<file path="src/rtl/sic_pkg.sv">
package sic_pkg;
    localparam int SIC_NSRC = 4;

    localparam logic [7:0] OFS_ENABLE = 8'h08;
    localparam logic [7:0] OFS_VECTOR = 8'h0C;
    localparam logic [7:0] OFS_STATUS = 8'h10;
    localparam logic [7:0] OFS_CAPS   = 8'h14;

    typedef enum logic [1:0] {
        MODE_LVL_HI   = 2'd0,
        MODE_LVL_LO   = 2'd1,
        MODE_PULSE_HI = 2'd2,
        MODE_PULSE_LO = 2'd3
    } line_mode_e;

    typedef enum logic [1:0] {
        OS_QUIET = 2'd0,
        OS_PULSE = 2'd1,
        OS_HOLD  = 2'd2,
        OS_LEVEL = 2'd3
    } out_state_e;

    // Register bit that carries source idx
    function automatic int src_pos(input int idx);
        case (idx)
            0:       return 0;
            1:       return 1;
            2:       return 2;
            default: return 7;
        endcase
    endfunction
endpackage

</file>
<file path="src/rtl/sic_src_capture.sv">
module sic_src_capture #(
    parameter int NSRC = 4
) (
    input  logic            clk,
    input  logic            rst_n,
    input  logic [NSRC-1:0] src_i,
    input  logic [NSRC-1:0] clr_i,
    output logic [NSRC-1:0] pend_o
);
    for (genvar g = 0; g < NSRC; g++) begin : g_src
        logic prev_r;
        logic pend_r;
        logic rise;

        assign rise      = src_i[g] & ~prev_r;
        assign pend_o[g] = pend_r;

        always_ff @(posedge clk or negedge rst_n) begin
            if (!rst_n) begin
                prev_r <= 1'b0;
                pend_r <= 1'b0;
            end else begin
                prev_r <= src_i[g];
                // a new edge beats a simultaneous clear
                pend_r <= rise | (pend_r & ~clr_i[g]);
            end
        end

        assert_edge_sets_R2: assert property (@(posedge clk) disable iff (!rst_n)
            (src_i[g] && !prev_r) |=> pend_o[g]);

        assert_clear_drops_R3: assert property (@(posedge clk) disable iff (!rst_n)
            (clr_i[g] && !(src_i[g] && !prev_r)) |=> !pend_o[g]);
    end
endmodule

</file>
<file path="src/rtl/sic_regs.sv">
module sic_regs
    import sic_pkg::*;
#(
    parameter int   NSRC         = 4,
    parameter int   ADDR_W       = 8,
    parameter int   DATA_W       = 32,
    parameter logic BURST_STATIC = 1'b1
) (
    input  logic              clk,
    input  logic              rst_n,
    input  logic [ADDR_W-1:0] addr_i,
    input  logic              wr_i,
    input  logic [DATA_W-1:0] wdata_i,
    input  logic [NSRC-1:0]   pend_i,
    output logic [NSRC-1:0]   src_en_o,
    output logic              glob_en_o,
    output logic [NSRC-1:0]   clr_o,
    output logic [DATA_W-1:0] rdata_o
);
    localparam int GBIT  = DATA_W - 1;
    localparam int VEC_W = 8;

    logic [NSRC-1:0]  en_q;
    logic             glob_q;
    logic [VEC_W-1:0] vec_q;
    logic             hit_en, hit_vec, hit_st;
    logic [DATA_W-1:0] en_view, pend_view, caps_view;

    assign hit_en  = wr_i && (addr_i == ADDR_W'(OFS_ENABLE));
    assign hit_vec = wr_i && (addr_i == ADDR_W'(OFS_VECTOR));
    assign hit_st  = wr_i && (addr_i == ADDR_W'(OFS_STATUS));

    always_ff @(posedge clk or negedge rst_n) begin
        if (!rst_n) begin
            en_q   <= '0;
            glob_q <= 1'b0;
            vec_q  <= '0;
        end else begin
            if (hit_en) begin
                for (int i = 0; i < NSRC; i++) en_q[i] <= wdata_i[src_pos(i)];
                glob_q <= wdata_i[GBIT];
            end
            if (hit_vec) vec_q <= wdata_i[VEC_W-1:0];
        end
    end

    always_comb begin
        en_view   = '0;
        pend_view = '0;
        caps_view = '0;
        clr_o     = '0;
        for (int i = 0; i < NSRC; i++) begin
            en_view[src_pos(i)]   = en_q[i];
            pend_view[src_pos(i)] = pend_i[i];
            caps_view[src_pos(i)] = 1'b1;
            clr_o[i]              = hit_st && wdata_i[src_pos(i)];
        end
        en_view[GBIT]  = glob_q;
        caps_view[6:3] = 4'hF;
        caps_view[8]   = BURST_STATIC;
    end

    always_comb begin
        case (addr_i)
            ADDR_W'(OFS_ENABLE): rdata_o = en_view;
            ADDR_W'(OFS_VECTOR): rdata_o = DATA_W'(vec_q);
            ADDR_W'(OFS_STATUS): rdata_o = pend_view;
            ADDR_W'(OFS_CAPS):   rdata_o = caps_view;
            default:             rdata_o = '0;
        endcase
    end

    assign src_en_o  = en_q;
    assign glob_en_o = glob_q;

    assert_vector_keeps_R9: assert property (@(posedge clk) disable iff (!rst_n)
        hit_vec |=> vec_q == $past(wdata_i[VEC_W-1:0]));

    assert_global_write_R5: assert property (@(posedge clk) disable iff (!rst_n)
        hit_en |=> glob_en_o == $past(wdata_i[GBIT]));
endmodule

</file>
<file path="src/rtl/sic_line_fsm.sv">
module sic_line_fsm
    import sic_pkg::*;
(
    input  logic       clk,
    input  logic       rst_n,
    input  logic       req_i,
    input  line_mode_e mode_i,
    output logic       line_o
);
    out_state_e st_q, st_d;
    logic       pulse_mode;
    logic       low_idle;
    logic       active;

    assign pulse_mode = (mode_i == MODE_PULSE_HI) || (mode_i == MODE_PULSE_LO);
    assign low_idle   = (mode_i == MODE_LVL_LO)   || (mode_i == MODE_PULSE_LO);

    always_comb begin
        st_d = st_q;
        unique case (st_q)
            OS_QUIET: if (req_i) st_d = pulse_mode ? OS_PULSE : OS_LEVEL;
            OS_PULSE: st_d = req_i ? OS_HOLD : OS_QUIET;
            OS_HOLD: begin
                if (!req_i)          st_d = OS_QUIET;
                else if (!pulse_mode) st_d = OS_LEVEL;
            end
            OS_LEVEL: begin
                if (!req_i)          st_d = OS_QUIET;
                else if (pulse_mode) st_d = OS_HOLD;
            end
            default: st_d = OS_QUIET;
        endcase
    end

    always_ff @(posedge clk or negedge rst_n) begin
        if (!rst_n) st_q <= OS_QUIET;
        else        st_q <= st_d;
    end

    always_comb begin
        active = (st_q == OS_PULSE) || (st_q == OS_LEVEL);
        line_o = active ^ low_idle;
    end

    assert_idle_without_request_R6: assert property (@(posedge clk) disable iff (!rst_n)
        !req_i |=> !active);

    assert_single_pulse_R8: assert property (@(posedge clk) disable iff (!rst_n)
        (st_q == OS_PULSE) |=> (st_q != OS_PULSE));
endmodule

</file>
<file path="src/rtl/sic_irq_ctrl.sv">
module sic_irq_ctrl
    import sic_pkg::*;
#(
    parameter int   ADDR_W       = 8,
    parameter int   DATA_W       = 32,
    parameter logic BURST_STATIC = 1'b1
) (
    input  logic              clk,
    input  logic              rst_n,
    input  logic [3:0]        evt_i,
    input  logic [1:0]        cfg_mode_i,
    input  logic [ADDR_W-1:0] reg_addr_i,
    input  logic              reg_wr_i,
    input  logic [DATA_W-1:0] reg_wdata_i,
    output logic [DATA_W-1:0] reg_rdata_o,
    output logic              irq_o
);
    localparam int NSRC = SIC_NSRC;

    logic [NSRC-1:0] pend, src_en, clr;
    logic            glob_en;
    logic            req;

    sic_src_capture #(.NSRC(NSRC)) u_cap (
        .clk    (clk),
        .rst_n  (rst_n),
        .src_i  (evt_i),
        .clr_i  (clr),
        .pend_o (pend)
    );

    sic_regs #(
        .NSRC(NSRC), .ADDR_W(ADDR_W), .DATA_W(DATA_W), .BURST_STATIC(BURST_STATIC)
    ) u_regs (
        .clk       (clk),
        .rst_n     (rst_n),
        .addr_i    (reg_addr_i),
        .wr_i      (reg_wr_i),
        .wdata_i   (reg_wdata_i),
        .pend_i    (pend),
        .src_en_o  (src_en),
        .glob_en_o (glob_en),
        .clr_o     (clr),
        .rdata_o   (reg_rdata_o)
    );

    assign req = glob_en && |(src_en & pend);

    sic_line_fsm u_line (
        .clk    (clk),
        .rst_n  (rst_n),
        .req_i  (req),
        .mode_i (line_mode_e'(cfg_mode_i)),
        .line_o (irq_o)
    );
endmodule

</file>
<file path="config.mk">
export PLATFORM = sky130hd
export DESIGN_NAME = sic_irq_ctrl
export DESIGN_NICKNAME = d
export VERILOG_FILES = /design/src/rtl/sic_pkg.sv /design/src/rtl/sic_src_capture.sv /design/src/rtl/sic_regs.sv /design/src/rtl/sic_line_fsm.sv /design/src/rtl/sic_irq_ctrl.sv
export SDC_FILE = /design/constraint.sdc
export NUM_CORES = 1
export LEC_CHECK = 0
export CORE_UTILIZATION = 33
export CTS_CLUSTER_DIAMETER = 60
export CTS_CLUSTER_SIZE = 8
export DETAILED_ROUTE_END_ITERATION = 8
export PLACE_DENSITY_LB_ADDON = 0.08
export SYNTH_ARGS = -nofsm -noshare
export SYNTH_HDL_FRONTEND = slang
export SYNTH_SLANG_ARGS = --single-unit
</file>
<file path="constraint.sdc">
create_clock -name clk -period 1.2 [get_ports clk]
set_input_delay 0.24 -clock clk [delete_from_list [all_inputs] [get_ports clk]]
set_output_delay 0.24 -clock clk [all_outputs]
set_load 0.005 [all_outputs]
</file>
==> run summary <==
# DRC - 0
Synth area leader - dfrtp_1
Top Ports - 82
Crit path largest cell delay - 0.29 ns
Power Density - 775 nW/um^2
Placement Rows - 22
Layout Cells excl Fill - 241
CTS tree - done
largest net degree at the start of global routing - 24
final setup vio count - 23
Fin Hold WS - 0.326 ns
CP max stage cell - nor4b_4
die width - 65.5 um
ANT nets after route - 0
# placed instances - 221
total CTS buffers - 3
setup ws final - -0.317 ns
failing checks - negative setup slack
top post-synthesis cells by area - dfrtp_1 43%, mux2_2 13%, buf_4 12%, a22o_1 3.9%, nor4b_4 3.6%
# clock sinks - 23
wire per inst - 14.7 um
GP Congestion - 0.762
Max Cap Viol - 0
final worst path period share - 126%
Leakage - 1.03 nW
syn avg cell area - 11.2 um^2
Seq/Total Area, Yosys - 43.2%
routed vias/inst - 4.65
RR Startpoint - u_regs.src_en_o[3]
share of the synthesized area in the top cell type - 43.2%
post-layout util - 55.4%
# diodes - 0
r2r endpoint - u_line.st_q[0]
total gr overflow - 0
Max Slew Vio Count - 0
Synth Cell Area - 1330 um^2
crit path launch type - input port
FF+latch count, synth - 23
cell-by-cell trace of the critical path - buf_12, nor4b_4, buf_4, buf_6, buf_6, nand2_4, a21oi_2, buf_2
Initial Util - 35.3%
outcome - finished with violations
synthesis-to-finish area growth - 56.9%
Die ar. - 4290 um^2
R2R depth - 4
die height - 65.5 um
# nets final - 243
Root Buffer - clkbuf_8
cell area after layout - 2090 um^2
first-pass GRT wire length - 5.66 mm
most used cell, CP - buf_6
CP required - 0.96 ns
cts hold-fix bufs - 0
Worst-path clk slew - 0.08 ns
Final HPWL DP - 2.42 mm
Vias - 1121
RSZ-0062 raised after global routing - true
YS warnings - 0
Critical Path AT - 1.28 ns
Total Wirelength - 3.54 mm
pre-CTS setup slack - -1.15 ns
hold crit path type - input port to async pin
starting DRC count in detailed routing - 14
f_max - 659 MHz
Setup CP Type - input port to primary output
fraction of layout cells with a size suffix above 1 - 53.9%
Setup crit end kind - primary output
vias in the first global route - 1203
Buffers on Ports - 36
CTS Buffer Depth - 2
Syn Inst Count - 119
DR pass1 iterations - 4
Post-DP Area - 1820 um^2
Reg2Reg Setup Slack - 0.08 ns
final hold vios - 0
antenna violations before repair - 0
Core ar. - 3770 um^2
Layout Skew - 0.00251 ns
H-tree depth - 1
Tmin final - 1.52 ns
Global Route Usage Sum - 17.8%
Distinct cells, synth - 28
crit-path max FO - 3
Worst VDD drop - 0.733 mV
Clk Latency, worst-skew pair - 0.26 ns
[through the flow]
stage               TNS (ns)  total power, mW
CTS                    -5.04             1.63
detailed placement    -24.28             1.10
global route           -6.58             1.71
finish                 -5.85             1.62
global placement      -23.88             1.09
floorplan             -0.370            0.969
[synth_stat cells]
cell type  instances
nand3_1            4
buf_6              1
mux2_2            15
conb_1             1
a22o_1             6
inv_1              5
buf_4             22
nand2_1            3
and4b_1            1
nor3b_1            1
clkbuf_1           1
dfrtp_1           23
and2b_2            1
and3b_2            2
a211oi_1           1
nand4_1            4
o21ai_0            5
a32oi_1            2
nand3_4            1
nor4b_4            2
nand4_2            1
xor2_1             1
a21oi_1            9
nor3_4             1
buf_2              1
nor2_1             2
nor2b_1            2
or3_1              1
[kinds of logic after synthesis]
group / count (synthesis) / share of synthesized area [%]
AND/OR/NAND/NOR: 26 / 16.7
AO/OA/AOI/OAI: 23 / 11.1
other: 1 / 0.282
buffers and inverters: 30 / 15.3
multiplexers: 15 / 12.7
flip-flops: 23 / 43.2
XOR/XNOR: 1 / 0.658
[critical path, delay by kind of cell]
| kind | cells | cell delay [ns] |
|---|---|---|
| AND/OR/NAND/NOR | 2 | 0.33 |
| AO/OA/AOI/OAI | 1 | 0.11 |
| buffers and inverters | 5 | 0.60 |
[metal layers]
| layer | share of wire, % | up-vias | wire (um) | GRT usage (%) |
|---|---|---|---|---|
| met5 | 0 | - | 0 | 0 |
| met4 | 0.45 | 0 | 16 | 3.80 |
| met3 | 5.1 | 2 | 180 | 4.17 |
| met2 | 51 | 38 | 1810 | 33.1 |
| met1 | 43 | 550 | 1530 | 20.5 |
| li1 | - | 531 | - | - |
[state kept, by name (all words and copies together), names as in the netlist]
register / count
u_regs.vec_q: 8
u_cap.g_src.pend_r: 4
u_cap.g_src.prev_r: 4
u_regs.src_en_o: 4
u_line.st_q: 2
u_regs.glob_en_o: 1
[worst max-delay path by stage]
stage,cells past startpoint,to,from
2_1_floorplan,3,u_regs.vec_q[0],reg_addr_i[7]
3_3_place_gp,5,reg_rdata_o[7],reg_addr_i[3]
3_5_place_dp,5,reg_rdata_o[1],reg_addr_i[3]
4_1_cts,8,reg_rdata_o[1],reg_addr_i[4]
5_1_grt,8,reg_rdata_o[1],reg_addr_i[1]
6_report,8,reg_rdata_o[1],reg_addr_i[1]
[power breakdown]
part | internal, mW | leakage (nW) | switching (mW)
sequential | 0.803 | 0.289 | 0.0158
clock | 0.236 | 0.0228 | 0.234
combinational | 0.185 | 0.721 | 0.145
[area by class of cell]
class	count	area, um^2
multi-input combinational	87	749
fill	335	1680
sequential	23	576
tap	48	60.1
inverter	5	18.8
clock buffer	4	45.0
timing repair buffer	74	639
[cell usage in the layout, fill, tap and decap left out, drive strengths merged]
master | netlist | final
a211oi | 1 | 1
a21oi | 9 | 9
a22o | 6 | 6
a32oi | 2 | 2
and2b | 1 | 1
and3b | 2 | 2
and4b | 1 | 1
buf | 24 | 57
clkbuf | 1 | 4
clkdlybuf4s50 | 0 | 15
conb | 1 | 22
dfrtp | 23 | 23
dlygate4sd2 | 0 | 2
inv | 5 | 5
mux2 | 15 | 15
nand2 | 3 | 3
nand3 | 5 | 5
nand4 | 5 | 5
nor2 | 2 | 2
nor2b | 2 | 2
nor3 | 1 | 1
nor3b | 1 | 1
nor4b | 2 | 2
o21ai | 5 | 5
or3 | 1 | 1
xor2 | 1 | 1
[timing repair]
item / 4_1_cts / 5_1_grt
buffers inserted: 14 / 3
resized for setup: 122 / 9
pin swaps: 16 / 8
endpoints found under the setup margin: 28 / 25
Power figures use the tool's default switching activity.
